$ cat config.mk
export PLATFORM = sky130hd
export DESIGN_NAME = servo_cmd_rx
export DESIGN_NICKNAME = d
export VERILOG_FILES = /design/src/rtl/servo_cmd_rx.sv
export SDC_FILE = /design/constraint.sdc
export NUM_CORES = 1
export LEC_CHECK = 0
export BUFFER_PORTS_ARGS = -buffer_cell sky130_fd_sc_hd__buf_2
export CORE_UTILIZATION = 35
export DETAILED_ROUTE_END_ITERATION = 12
export PLACE_DENSITY_LB_ADDON = 0.1
export SLEW_MARGIN = 40
export SYNTH_ARGS = -nofsm -noshare
export SYNTH_HDL_FRONTEND = slang
export SYNTH_SLANG_ARGS = --single-unit
$ cat constraint.sdc
create_clock -name clk -period 1.99 [get_ports clk]
set_input_delay 0.2985 -clock clk [delete_from_list [all_inputs] [get_ports clk]]
set_output_delay 0.2985 -clock clk [all_outputs]
set_load 0.02 [all_outputs]
$ cat src/rtl/servo_cmd_rx.sv
module servo_cmd_rx #(
  parameter int TICK_DIV   = 384,
  parameter int WAIT_TICKS = 520,
  parameter int BUSY_TICKS = 3900
) (
  input  logic       clk,
  input  logic       rst_n,
  input  logic       cmd_cs,
  input  logic       cmd_sck,
  input  logic       cmd_sdi,
  input  logic       sled_off_in,
  output logic       laser_on,
  output logic       focus_mute,
  output logic       track_mute,
  output logic       sled_mute,
  output logic [1:0] spin_mode,
  output logic       search_pulse,
  output logic       bal_pulse,
  output logic       focus_ofs_busy,
  output logic       focus_ofs_on,
  output logic       track_ofs_busy,
  output logic       track_ofs_on
);
  localparam int TC_W = (TICK_DIV > 1) ? $clog2(TICK_DIV) : 1;
  localparam int WC_W = $clog2(WAIT_TICKS + 1);
  localparam int BC_W = $clog2(BUSY_TICKS + 1);

  localparam logic [7:0] C_RESET  = 8'h00;
  localparam logic [7:0] C_SEARCH = 8'h08;
  localparam logic [7:0] C_LASER  = 8'h94;
  localparam logic [7:0] C_FON    = 8'h95;
  localparam logic [7:0] C_FOFF   = 8'h96;
  localparam logic [7:0] C_SP8    = 8'h97;
  localparam logic [7:0] C_SP12   = 8'h98;
  localparam logic [7:0] C_SPOFF  = 8'h99;
  localparam logic [7:0] C_SLON   = 8'h9A;
  localparam logic [7:0] C_SLOFF  = 8'h9B;
  localparam logic [7:0] C_BAL    = 8'h9C;
  localparam logic [7:0] C_TOFF   = 8'h9D;
  localparam logic [7:0] C_TON    = 8'h9E;
  localparam logic [7:0] C_MASK_A = 8'hF0;
  localparam logic [7:0] C_MASK_B = 8'hF8;
  localparam logic [7:0] C_UNMASK = 8'hFF;

  logic [2:0]      cs_p, sck_p;
  logic [1:0]      sdi_p;
  logic [7:0]      shreg, cmd_reg, pend;
  logic [3:0]      bcnt;
  logic            pend_v, mask_on, sled_reg;
  logic [TC_W-1:0] tcnt;
  logic            cs_fall, sck_rise, tick, run, do_reset, latched;
  logic [1:0]      wait_ok, ofs_busy, ofs_on;

  assign cs_fall  = cs_p[2] & ~cs_p[1];
  assign sck_rise = sck_p[1] & ~sck_p[2];
  assign tick     = (tcnt == TC_W'(TICK_DIV - 1));
  assign run      = tick & pend_v;
  assign do_reset = run && (pend == C_RESET);
  assign latched  = (cmd_reg == C_SEARCH) || (cmd_reg == C_BAL);

  always_ff @(posedge clk or negedge rst_n)
    if (!rst_n) begin
      cs_p  <= '0;
      sck_p <= '0;
      sdi_p <= '0;
      tcnt  <= '0;
    end else begin
      cs_p  <= {cs_p[1:0], cmd_cs};
      sck_p <= {sck_p[1:0], cmd_sck};
      sdi_p <= {sdi_p[0], cmd_sdi};
      tcnt  <= tick ? '0 : tcnt + 1'b1;
    end

  always_ff @(posedge clk or negedge rst_n)
    if (!rst_n) begin
      shreg   <= '0;
      bcnt    <= '0;
      cmd_reg <= '0;
      pend    <= '0;
      pend_v  <= 1'b0;
      mask_on <= 1'b0;
    end else begin
      if (!cs_p[1]) bcnt <= '0;
      else if (sck_rise) begin
        shreg <= {sdi_p[1], shreg[7:1]};
        if (bcnt != 4'd15) bcnt <= bcnt + 4'd1;
      end
      if (tick) pend_v <= 1'b0;
      if (do_reset) begin
        cmd_reg <= '0;
        mask_on <= 1'b0;
      end
      if (cs_fall) begin
        if (bcnt == 4'd8) begin
          if (mask_on) begin
            if (shreg == C_UNMASK) mask_on <= 1'b0;
          end else if (shreg == C_MASK_A || shreg == C_MASK_B) begin
            mask_on <= 1'b1;
          end else if (shreg != C_UNMASK) begin
            cmd_reg <= shreg;
            pend    <= shreg;
            pend_v  <= 1'b1;
          end
        end else if (bcnt == 4'd0 && !mask_on && latched) begin
          pend   <= cmd_reg;
          pend_v <= 1'b1;
        end
      end
    end

  always_ff @(posedge clk or negedge rst_n)
    if (!rst_n) begin
      laser_on     <= 1'b0;
      focus_mute   <= 1'b1;
      track_mute   <= 1'b1;
      sled_reg     <= 1'b1;
      spin_mode    <= 2'b00;
      search_pulse <= 1'b0;
      bal_pulse    <= 1'b0;
    end else begin
      search_pulse <= run && (pend == C_SEARCH);
      bal_pulse    <= run && (pend == C_BAL);
      if (run) begin
        case (pend)
          C_RESET: begin
            laser_on   <= 1'b0;
            focus_mute <= 1'b1;
            track_mute <= 1'b1;
            sled_reg   <= 1'b1;
            spin_mode  <= 2'b00;
          end
          C_LASER: begin laser_on <= 1'b1; focus_mute <= 1'b0; end
          C_FON:   begin laser_on <= 1'b0; focus_mute <= 1'b0; end
          C_FOFF:  begin laser_on <= 1'b0; focus_mute <= 1'b1; end
          C_SP8:   spin_mode <= 2'b01;
          C_SP12:  spin_mode <= 2'b10;
          C_SPOFF: spin_mode <= 2'b00;
          C_SLON:  sled_reg <= 1'b0;
          C_SLOFF: sled_reg <= 1'b1;
          C_TOFF:  track_mute <= 1'b1;
          C_TON:   track_mute <= 1'b0;
          default: ;
        endcase
      end
    end

  assign sled_mute = sled_reg | sled_off_in;

  for (genvar g = 0; g < 2; g++) begin : g_ofs
    localparam logic [7:0] C_START = 8'h90 + 8'(2 * g);
    localparam logic [7:0] C_STOP  = 8'h91 + 8'(2 * g);
    logic [WC_W-1:0] wcnt;
    logic [BC_W-1:0] rcnt;
    logic            busy_q, on_q, restart, accept;

    assign wait_ok[g]  = (wcnt == WC_W'(WAIT_TICKS));
    assign ofs_busy[g] = busy_q;
    assign ofs_on[g]   = on_q;
    assign restart     = run && (pend == C_RESET || pend == C_STOP);
    assign accept      = run && (pend == C_START) && wait_ok[g] && !busy_q;

    always_ff @(posedge clk or negedge rst_n)
      if (!rst_n) wcnt <= '0;
      else if (restart) wcnt <= '0;
      else if (tick && !wait_ok[g]) wcnt <= wcnt + 1'b1;

    always_ff @(posedge clk or negedge rst_n)
      if (!rst_n) begin
        busy_q <= 1'b0;
        on_q   <= 1'b0;
        rcnt   <= '0;
      end else if (restart) begin
        busy_q <= 1'b0;
        on_q   <= 1'b0;
      end else if (accept) begin
        busy_q <= 1'b1;
        on_q   <= 1'b1;
        rcnt   <= '0;
      end else if (busy_q && tick) begin
        if (rcnt == BC_W'(BUSY_TICKS - 1)) busy_q <= 1'b0;
        else rcnt <= rcnt + 1'b1;
      end
  end

  assign focus_ofs_busy = ofs_busy[0];
  assign focus_ofs_on   = ofs_on[0];
  assign track_ofs_busy = ofs_busy[1];
  assign track_ofs_on   = ofs_on[1];
endmodule

Word-level counts from Yosys, hierarchy flattened
Cells that the tools add are included.
{ "word_totals": {"out_inout_bits": 12, "ff_bits": 103} }
{ "classes": {"bitwise_logic": 8, "addsub": 6, "eq_ne": 36, "muxes": 55, "reduce_logical": 62} }
{ "op_table": {"columns": ["cell", "n"], "rows": [
  ["8-bit == test (second input constant)", 19],
  ["8-bit two-way mux", 11],
  ["12-bit two-way mux", 6],
  ["10-bit two-way mux", 4],
  ["1-bit two-way mux", 25],
  ["12-bit by 1-bit adder with 12-bit output (second input constant)", 2],
  ["12-bit == test (second input constant)", 2],
  ["2-bit nonzero test", 11],
  ["10-bit by 1-bit adder with 10-bit output (second input constant)", 2],
  ["10-bit == test (second input constant)", 2],
  ["2-bit AND reduction", 9],
  ["1-bit logical AND", 17],
  ["8-bit by 4-bit == test with 1-bit output (second input constant)", 2],
  ["3-bit nonzero test", 5],
  ["4-bit two-way mux", 3],
  ["2-bit OR reduction", 5],
  ["9-bit by 1-bit adder with 9-bit output (second input constant)", 1],
  ["9-bit == test (second input constant)", 1],
  ["9-bit two-way mux", 1],
  ["8-bit logical NOT", 1],
  ["2-bit != test (second input constant)", 4],
  ["8-bit != test (second input constant)", 1],
  ["1-bit one-hot mux with 2 select lines", 4],
  ["2-bit by 1-bit != test with 1-bit output (second input constant)", 3],
  ["other kinds (13)", 26]
]} }

Depth between registers and ports, before layout
Gate-level depths: netlist of run 1.
{ "logic_depth": {"ltp_word": 9, "ltp_mapped": 9, "depth_no_buf": 7} }

Worst setup path after synthesis of run 1
No wires, ideal clock.
{ "synth_timing": {"kind": "flip-flop to flip-flop", "startpoint": "reg tcnt[0]", "endpoint": "reg g_ofs[1].rcnt[9]", "arrival_ps": 2097, "stages_incl_launch_ff": 8, "path_buffers": 1, "synth_period_minus_slack_ps": 2175, "t_required_ps": 1912, "slack_ps": -185, "setup_time_ps": 78, "cell_sequence": "dfrtp_1 ha_1 buf_2 and4b_4 nand2_4 or4_4 or4_1 a21oi_1"} }
{ "synth_via": {"elab_chain_cells": 7, "word_cells_on_any_way": 12} }
{ "synth_lines": {"columns": ["item", "line", "source"], "rows": [
  ["start: declaration", "50", "logic [TC_W-1:0] tcnt;"],
  ["start signal: assignment", "71", "tcnt <= tick ? '0 : tcnt + 1'b1;"],
  ["9-bit == test *", "56", "assign tick = (tcnt == TC_W'(TICK_DIV - 1));"],
  ["1-bit bitwise AND", "57", "assign run = tick & pend_v;"],
  ["1-bit logical AND (3 in series)", "160", "assign accept = run && (pend == C_START) && wait_ok[g] && !busy_q;"],
  ["2-bit != test (no line) / 2-bit nonzero test (equally long branches)", null, null],
  ["3-bit AND reduction (no line)", null, null],
  ["end signal: assignment", "181", "else rcnt <= rcnt + 1'b1;"],
  ["end: declaration", "153", "logic [BC_W-1:0] rcnt;"]
]} }
Mark *: on every way between the ends. The rest lies on a longest branch, timed or not.
A chain may end at the register's enable or synchronous reset.

Worst setup path after layout of run 1
{ "layout_timing": {"startpoint": "reg g_ofs[1].wcnt[0]", "endpoint": "reg g_ofs[1].rcnt[4]"} }
{ "layout_via": {"elab_chain_cells": 5, "word_cells_on_any_way": 7} }
{ "layout_lines": {"columns": ["item", "line", "source"], "rows": [
  ["start: declaration", "152", "logic [WC_W-1:0] wcnt;"],
  ["start signal: assignment", "165", "else if (tick && !wait_ok[g]) wcnt <= wcnt + 1'b1;"],
  ["10-bit == test *", "156", "assign wait_ok[g] = (wcnt == WC_W'(WAIT_TICKS));"],
  ["1-bit logical AND * (2 in series)", "160", null],
  ["2-bit != test (no line) / 2-bit nonzero test (equally long branches)", null, null],
  ["3-bit AND reduction (no line)", null, null]
]} }
Marks and branches as above.

==> results of run 1 <==
cell usage after synthesis, types with 9 or more instances:
library cell  number
nor2_1            41
nand2_1           33
dfrtp_1          100
nand3_1           34
a22o_1            13
mux2_2            19
nand4_1           19
ha_1               9
and3_1            12
buf_2              9
inv_1             14
or4_1             15
xor2_1            16
a21oi_1           19
xnor2_1           15
o21ai_0           18
o31ai_1            9
clkbuf_1          10
routing by layer:
| layer | global-route usage, % | wire length (um) | part of all wire (%) | vias to the layer above |
|---|---|---|---|---|
| met5 | 0 | 0 | 0 | - |
| met2 | 28.4 | 5970 | 47 | 60 |
| li1 | - | - | - | 2073 |
| met1 | 24.9 | 6230 | 49 | 2098 |
| met4 | 5.05 | 136 | 1.1 | 0 |
| met3 | 3.64 | 378 | 3.0 | 9 |
repair_timing:
item | CTS | global route
resized for setup | 16 | 22
gates cloned | 0 | 2
endpoints found under the setup margin | 25 | 42
buffers inserted | 1 | 12
pin swaps | 1 | 10
critical path: stages, from the launching register on:
cell	delay, ns
dfrtp_1	0.38
inv_1	0.08
ha_1	0.17
nand2_1	0.06
and4b_1	0.28
a32oi_2	0.14
buf_12	0.18
or4_1	0.51
a21oi_2	0.15
cells by family after synthesis:
logic type / Yosys count
AND/OR/NAND/NOR: 218
flip-flops: 103
AO/OA/AOI/OAI: 82
buffers and inverters: 36
XOR/XNOR: 31
multiplexers: 21
adder cells (fa/ha/maj): 9
through the flow:
| step | utilization, % | std cells | instance area [um^2] |
|---|---|---|---|
| floorplan | - | 500 | 5190 |
| global placement | 42.1 | 770 | 6100 |
| detailed placement | 42.1 | 770 | 6100 |
| CTS | 44.5 | 787 | 6440 |
| global route | 45.9 | 801 | 6650 |
| finish | 45.9 | 801 | 6650 |
worst paths after layout:
path | cells after the start | from | slack (ns) | endpoint
min | 2 | rst_n | -0.01 | g_ofs[0].wcnt[0]$_DFFE_PN0P_
max reg2reg | 8 | g_ofs[1].wcnt[0]$_DFFE_PN0P_ | -0.05 | g_ofs[1].rcnt[4]$_DFFE_PN0P_
min in group clk | 1 | cmd_sdi | 0.04 | sdi_p[0]$_DFF_PN0_
max in group asynchronous | 2 | rst_n | 1.53 | g_ofs[1].wcnt[2]$_DFFE_PN0P_
max | 8 | g_ofs[1].wcnt[0]$_DFFE_PN0P_ | -0.05 | g_ofs[1].rcnt[4]$_DFFE_PN0P_
min reg2reg | 0 | cs_p[0]$_DFF_PN0_ | 0.35 | cs_p[1]$_DFF_PN0_
layout make-up:
| type | instances | area [um^2] | area share (%) |
|---|---|---|---|
| Clock buffer | 10 | 229 | 3.45 |
| Tap cell | 184 | 230 | 3.46 |
| Sequential cell | 103 | 2580 | 38.8 |
| Inverter | 14 | 52.6 | 0.791 |
| Timing Repair Buffer | 122 | 906 | 13.6 |
| Multi-Input combinational cell | 362 | 2600 | 39.1 |
| Clock inverter | 6 | 50.0 | 0.753 |
power by group:
| group | switching, mW | internal (mW) | total (mW) |
|---|---|---|---|
| combinational | 0.149 | 0.135 | 0.285 |
| clock | 0.843 | 0.868 | 1.71 |
| sequential | 0.0650 | 2.17 | 2.23 |
| total | 1.06 | 3.17 | 4.23 |
cells in the final DEF (no fill, tap or decap), types with 3 or more instances in the layout:
cell | netlist | layout
a2111oi_1 | 0 | 3
a2111oi_2 | 0 | 3
a21oi_1 | 19 | 16
a21oi_2 | 1 | 3
a22o_1 | 13 | 13
and2_1 | 7 | 5
and3_1 | 12 | 12
and4_1 | 6 | 4
and4b_1 | 3 | 3
buf_2 | 9 | 17
buf_4 | 1 | 101
clkbuf_16 | 0 | 9
dfrtp_1 | 100 | 100
dfstp_2 | 3 | 3
ha_1 | 9 | 8
inv_1 | 14 | 14
mux2_2 | 19 | 19
nand2_1 | 33 | 33
nand2b_1 | 3 | 3
nand3_1 | 34 | 33
nand4_1 | 19 | 19
nor2_1 | 41 | 39
nor2b_1 | 3 | 3
nor3_1 | 7 | 7
nor4_1 | 7 | 4
nor4_2 | 1 | 3
o21ai_0 | 18 | 18
o31ai_1 | 9 | 9
or2_2 | 4 | 4
or3_1 | 8 | 8
or4_1 | 15 | 11
or4_4 | 1 | 5
xnor2_1 | 15 | 15
xor2_1 | 16 | 16
==> results.cfg, run 1 <==
[sta]
whs_ns = -0.0111
min_period_ns = 2.04
finClkSkew_ns = 0.00792
max_freq_mhz = 491
tightest_slew_ns = 0.585
fin_setup_tns_ns = -0.129
worst_slew_margin_rel_pct = 61.0
hold_viol = 5
slew_viol_final = 0
period_share_pct = 102
fin_ws_ns = -0.0463
setup_viol = 7
rsz0062_at_grt = yes

[drt]
wire_per_inst_um = 15.9
route.antenna.remaining_nets = 0
dr.pass1.iters = 4
routed_wl_um = 12700
drt_iter0_markers = 278
vias_per_cell = 5.29
via_count = 4240
route.detailed.drc = 0

[power_and_ir_drop]
total_power_mw = 4.23
powerDensity_nw_per_um2 = 636
p_leak_nw = 3.02
vdd_ir_drop_max_uv = 586

[synth]
ys_ff_latch = 103
netlist_area_um2 = 5170
synthXorXnorAreaFrac_pct = 5.25
ys_seq_area_share_pct = 49.9
synth-simple-area-share_pct = 23.9
syn_nets = 515
synthAdderAreaFrac_pct = 2.18
yosysTopAreaCell = dfrtp_1
netlist_instances = 500
netlist_top_cells_area = dfrtp_1 48%, mux2_2 4.1%, nand3_1 3.3%
synth_top_area_share_pct = 48.4
synth_edf_count = 0
synth_compound_area_share_pct = 11.0
synthMuxAreaShare_pct = 4.53
ys.flop_type = dfrtp_1
postSynth.asyncResetShare_pct = 100
ys_types = 56
yosys_warnings = 0
synth_top_family_by_area = simple AND/OR/NAND/NOR gates
syn_avg_cell_area_um2 = 10.3

[cts]
cts_tree = done
htree_levels = 3
clock_tree.buffer_depth = 2
holdBufCountCts = 0
clk_latency_ns = 0.35
clock_sink_count = 103
clkTransAtPathRegs_ns = 0.07
root_buffer = clkbuf_16
numCtsBuffers = 9

[critical_path]
path_class = flip-flop to flip-flop
crit_fanout = 18
end_kind = flip-flop
crit_path_start_kind = flip-flop
critPathArrivalTime_ns = 2.32
worstPathRequired_ns = 2.27

[hold_path]
hp-class = input port to async pin

[final_layout]
num-fill-cells = 1347
largest_reg_flops = 24
reg_top3 = g_ofs.rcnt: 24 flops, g_ofs.wcnt: 20 flops, tcnt: 9 flops
layout.nets = 627
drive_gt1_share_pct = 32.1
diodes = 0
area_delta_synth_final_pct = 28.6
top_register = g_ofs.rcnt

[floorplan]
die_width_um = 124
core_um2 = 14500
rows = 44
fp.dieArea_um2 = 15300
start_util_pct = 35.7
ioPinCount = 18
die_h_um = 124

[grt]
antenna_found_initial = 0
grt_first_pass_wirelength_um = 21100
grt_max_degree = 104
grt-ovfl-total = 0
grt_pass1_vias = 4214
grt.total_usage_pct = 18.0

[place]
pre_cts_ws_ns = -0.201
hpwlAfterDp_um = 8740
io_buffers = 17
gp_congestion = 0.797

[flow_run]
maxCapViolations = 0

[run_status]
status = finished with violations
violations = hold timing, setup timing
No activity file was read; power rests on OpenSTA's default activity.
==> run 2, diff against run 1 <==
--- a/config.mk
+++ b/config.mk
@@ -6,7 +6,7 @@
 export NUM_CORES = 1
 export LEC_CHECK = 0
 export BUFFER_PORTS_ARGS = -buffer_cell sky130_fd_sc_hd__buf_2
-export CORE_UTILIZATION = 35
+export CORE_UTILIZATION = 49
 export DETAILED_ROUTE_END_ITERATION = 12
 export PLACE_DENSITY_LB_ADDON = 0.1
 export SLEW_MARGIN = 40
==> run 2 against run 1 <==
Compared with the run above:
- the flow finishes with violations (setup timing)
- clock skew shrank 0.0024 ns
- combinational power fell by 8.8%
- design area shrank 4.0%
- setup slack lost 0.030 ns
- sequential share of layout area rose by 1.7 points
- die area is 28% lower
- worst hold slack better by 0.038 ns
- sequential power is essentially flat
- critical path type unchanged
- critical endpoint is now g_ofs[1].rcnt[2]$_DFFE_PN0P_
- largest cell class unchanged
- largest power group unchanged
==> results.cfg, run 2 (synthesis gave the netlist of run 1 again) <==
[drt]
via_count = 4190
drt_iter0_markers = 231
routed_wl_um = 11900
vias_per_cell = 5.72
dr.pass1.iters = 4
route.detailed.drc = 0
wire_per_inst_um = 16.3
route.antenna.remaining_nets = 0

[critical_path]
slowest_delay_ns = 0.52
crit_end = g_ofs[1].rcnt[2]$_DFFE_PN0P_
worstPathRequired_ns = 2.31
cp-startpoint = track_ofs_busy$_DFFE_PN0P_
cp.depth = 6
reg2reg_depth = 6
rr_endpoint = g_ofs[1].rcnt[2]$_DFFE_PN0P_
critPathArrivalTime_ns = 2.39
end_kind = flip-flop
path_class = flip-flop to flip-flop
rr_startpoint = track_ofs_busy$_DFFE_PN0P_
crit_fanout = 5
crit_family = simple AND/OR/NAND/NOR gates
crit_chain = nor4_2 -> and4b_1 -> a32oi_2 -> buf_4 -> or4_1 -> a21oi_2
path_buf_inv = 1
reg2reg_setup_slack_ns = -0.08
slowest_stage = or4_1
crit_path_start_kind = flip-flop

[sta]
worst_slew_margin_rel_pct = 65.8
whs_ns = 0.0270
fin_setup_tns_ns = -0.209
finClkSkew_ns = 0.00557
min_period_ns = 2.07
tightest_slew_ns = 0.513
setup_viol = 5
rsz0062_at_grt = yes
period_share_pct = 104
hold_viol = 0
slew_viol_final = 0
max_freq_mhz = 484
fin_ws_ns = -0.0764

[final_layout]
final_common_cell = dfrtp_1
final_cell_mix = 99 x dfrtp_1, 80 x buf_4, 37 x nor2_1
reg_top3 = g_ofs.rcnt: 24 flops, g_ofs.wcnt: 20 flops, tcnt: 9 flops
finalNonFillerCells = 732
num-fill-cells = 869
area_delta_synth_final_pct = 23.4
largest_reg_flops = 24
layout.nets = 606
top_register = g_ofs.rcnt
diodes = 0
drive_gt1_share_pct = 31.4

[grt]
grt_first_pass_wirelength_um = 20500
grt-ovfl-total = 0
antenna_found_initial = 0
grt_pass1_vias = 4201
grt_max_degree = 39
grt.total_usage_pct = 23.8

[cts]
clkTransAtPathRegs_ns = 0.10
root_buffer = clkbuf_8
cts_tree = done
clk_latency_ns = 0.38
clock_tree.buffer_depth = 2
numCtsBuffers = 9
clock_sink_count = 103
htree_levels = 3

[floorplan]
ioPinCount = 18
rows = 37
die_width_um = 105
core_um2 = 10300
die_h_um = 105
start_util_pct = 50.3
fp.dieArea_um2 = 11000

[power_and_ir_drop]
total_power_mw = 3.77
vdd_ir_drop_max_uv = 596
powerDensity_nw_per_um2 = 591
p_leak_nw = 2.86

[place]
gp_congestion = 0.842
io_buffers = 17
place_inst = 709
hpwlAfterDp_um = 8550

[run_status]
violations = setup timing
status = finished with violations

[hold_path]
hp-class = input port to flip-flop

[flow_run]
maxCapViolations = 0
[run 2: worst min path at each step]
| stage | from | to | slack [ns] | depth (start not counted) |
|---|---|---|---|---|
| 2_1_floorplan | rst_n | bal_pulse$_DFF_PN0_ | 0.003 | 0 |
| 3_3_place_gp | rst_n | g_ofs[0].wcnt[4]$_DFFE_PN0P_ | 0.31 | 1 |
| 3_5_place_dp | rst_n | g_ofs[0].wcnt[4]$_DFFE_PN0P_ | 0.31 | 1 |
| 4_1_cts | cmd_sck | sck_p[0]$_DFF_PN0_ | 0.005 | 1 |
| 5_1_grt | cmd_sck | sck_p[0]$_DFF_PN0_ | 0.003 | 1 |
| 6_report | cmd_sck | sck_p[0]$_DFF_PN0_ | 0.03 | 1 |
[run 2: area by class of cell]
type                       count  area (um^2)  area share (%)
inverter                      14         52.6           0.824
clock buffer                  10          138            2.16
clock inverter                 6         48.8           0.765
multi-input combinational    361         2630            41.3
timing repair buffer         102          753            11.8
tap                          136          170            2.67
sequential                   103         2580            40.5
[run 2: what timing repair did]
action | CTS | global route
endpoints found under the hold margin | 37 | 0
resized for setup | 20 | 34
hold buffers | 3 | 0
setup buffers | 1 | 1
gates cloned | 2 | 0
setup endpoints to repair | 32 | 39
pin swaps | 12 | 6
[run 2: through the flow]
step | utilization, % | setup WS [ns] | instance area (um^2)
4_1_cts | 60.5 | -0.0714 | 6210
3_5_place_dp | 57.7 | -0.0501 | 5930
3_3_place_gp | 57.7 | -0.0303 | 5930
2_1_floorplan | - | -0.0650 | 5190
6_report | 62.0 | -0.0764 | 6380
5_1_grt | 62.0 | -0.139 | 6380
[run 2: power by group]
group	leakage (nW)	switching, mW	internal, mW
logic	1.38	0.139	0.122
clock network	0.0976	0.769	0.505
registers	1.38	0.0663	2.17
[run 2: routing by layer]
metal / vias up / global-route usage (%) / share of wire, %
met1: 2065 / 33.5 / 48
met2: 87 / 36.3 / 46
met4: 0 / 10.6 / 1.9
met5: - / 0 / 0
met3: 13 / 3.81 / 3.7
li1: 2025 / - / -
==> run 3, diff against run 2 <==
--- a/config.mk
+++ b/config.mk
@@ -6,7 +6,7 @@
 export NUM_CORES = 1
 export LEC_CHECK = 0
 export BUFFER_PORTS_ARGS = -buffer_cell sky130_fd_sc_hd__buf_2
-export CORE_UTILIZATION = 49
+export CORE_UTILIZATION = 50
 export DETAILED_ROUTE_END_ITERATION = 12
 export PLACE_DENSITY_LB_ADDON = 0.1
 export SLEW_MARGIN = 40
==> run 3 against run 2 <==
Compared with the run above:
- the flow still finishes with violations (setup timing)
- flip-flop and latch count is the same
- setup slack gained 0.030 ns
- count of clock-buffer cells in the layout is the same
- core utilization grew 6.1 points
- first-iteration DRC count shrank 26%
- largest power group unchanged
- register-to-register slack gained 0.03 ns
- sequential power is essentially flat
- clock skew grew 0.0046 ns
- sequential share of layout area shrank 2.2 points
- critical path type unchanged
- wire length grew 4.3%
==> results.cfg, run 3 (synthesis gave the netlist of run 1 again) <==
[cts]
clk_latency_ns = 0.39
cts_tree = done
numCtsBuffers = 9
htree_levels = 3
root_buffer = clkbuf_8
clock_tree.buffer_depth = 2
clkTransAtPathRegs_ns = 0.10
clock_sink_count = 103

[critical_path]
cp-startpoint = g_ofs[1].wcnt[4]$_DFFE_PN0P_
rr_startpoint = g_ofs[1].wcnt[4]$_DFFE_PN0P_
crit_path_start_kind = flip-flop
crit_family = simple AND/OR/NAND/NOR gates
end_kind = flip-flop
path_buf_inv = 1
path_class = flip-flop to flip-flop
worstPathRequired_ns = 2.31
crit_fanout = 5
critPathArrivalTime_ns = 2.36
crit_chain = nor4b_2 -> and4b_1 -> a32oi_2 -> buf_2 -> or4_1 -> a21oi_1
slowest_stage = or4_1
slowest_delay_ns = 0.50

[sta]
setup_viol = 11
min_period_ns = 2.04
hold_viol = 0
finClkSkew_ns = 0.0102
fin_ws_ns = -0.0464
slew_viol_final = 0
worst_slew_margin_rel_pct = 67.7
rsz0062_at_grt = yes
period_share_pct = 102
max_freq_mhz = 491
fin_setup_tns_ns = -0.339
tightest_slew_ns = 0.484

[run_status]
status = finished with violations
violations = setup timing

[floorplan]
ioPinCount = 18
die_h_um = 104
fp.dieArea_um2 = 10700
start_util_pct = 52.2
rows = 36
die_width_um = 104
core_um2 = 9910

[grt]
grt_max_degree = 66
grt_pass1_vias = 4262
grt-ovfl-total = 0
grt_first_pass_wirelength_um = 20300
antenna_found_initial = 0
grt.total_usage_pct = 23.6

[drt]
via_count = 4325
wire_per_inst_um = 16.6
vias_per_cell = 5.79
dr.pass1.iters = 5
route.antenna.remaining_nets = 0
routed_wl_um = 12400
route.detailed.drc = 0
drt_iter0_markers = 171

[final_layout]
area_delta_synth_final_pct = 30.7
diodes = 0
reg_top3 = g_ofs.rcnt: 24 flops, g_ofs.wcnt: 20 flops, tcnt: 9 flops
largest_reg_flops = 24
finalNonFillerCells = 747
layout.nets = 625
final_common_cell = dfrtp_1
final_cell_mix = 97 x dfrtp_1, 86 x buf_4, 37 x nor2_1
top_register = g_ofs.rcnt
drive_gt1_share_pct = 37.0

[place]
io_buffers = 17
gp_congestion = 0.907
hpwlAfterDp_um = 8370
place_inst = 712

[flow_run]
maxCapViolations = 0

[power_and_ir_drop]
p_leak_nw = 3.01
vdd_ir_drop_max_uv = 595
powerDensity_nw_per_um2 = 574

[hold_path]
hp-class = flip-flop to flip-flop
hp-start = sck_p[0]$_DFF_PN0_
==> run 3: cell count changes in the layout (fill, tap and decap cells not counted), moves of 3 or more <==
cell       delta
buf_6         +7
buf_4         +6
a2111oi_2     +5
a2111oi_1     -4
or4_1         -4
or4_4         +4
and2_1        -3
and2_4        +3
buf_12        +3
nor4_2        -3
==> run 3: metrics by stage <==
step           utilization (%)  area, um^2  setup WS [ns]  power [mW]  hold WS (ns)
6_report                  68.2        6760        -0.0464        3.88         0.357
4_1_cts                   64.3        6370        -0.0395        3.94         0.359
2_1_floorplan                -        5190        -0.0650        2.37       0.00291
3_5_place_dp              60.3        5980        -0.0835        2.54         0.332
5_1_grt                   68.2        6760         -0.123        4.03         0.365
3_3_place_gp              60.3        5980        -0.0669        2.53         0.329
==> run 3: path summary, 6_finish.rpt <==
check	to	slack [ns]	depth (start not counted)
worst max-delay path	g_ofs[1].rcnt[9]$_DFFE_PN0P_	-0.05	6
worst min-delay path	sck_p[1]$_DFF_PN0_	0.36	0
worst max register to register	g_ofs[1].rcnt[9]$_DFFE_PN0P_	-0.05	6
worst min register to register	sck_p[1]$_DFF_PN0_	0.36	0
max in group asynchronous	focus_mute$_DFFE_PN1P_	1.12	3
min in group asynchronous	g_ofs[0].wcnt[8]$_DFFE_PN0P_	0.43	3
==> run 3: power by group <==
group	internal (mW)	switching, mW
registers	2.17	0.0593
logic	0.138	0.135
clock network	0.625	0.754
total	2.93	0.949
==> run 3: final cells by class <==
class | count | area [um^2]
tap | 133 | 166
fill | 769 | 3150
sequential | 103 | 2580
multi-input combinational | 361 | 2790
timing repair buffer | 121 | 957
inverter | 14 | 55.1
clock inverter | 5 | 63.8
clock buffer | 10 | 138
==> run 3: repair_timing <==
item | in CTS | in global routing
resized for setup | 31 | 64
cloned | 2 | 0
hold endpoints to repair | 103 | 0
setup endpoints to repair | 36 | 47
hold buffers | 4 | 0
buffers inserted | 6 | 12
pin swaps | 17 | 25
==> run 3: per-layer routing <==
metal | global-route usage (%) | share of wire (%) | up-vias | routed length, um
li1 | - | - | 2075 | -
met1 | 32.0 | 48 | 2171 | 5960
met2 | 37.6 | 48 | 64 | 5930
met3 | 5.66 | 3.2 | 15 | 400
met4 | 6.94 | 1.2 | 0 | 147
met5 | 0 | 0 | - | 0
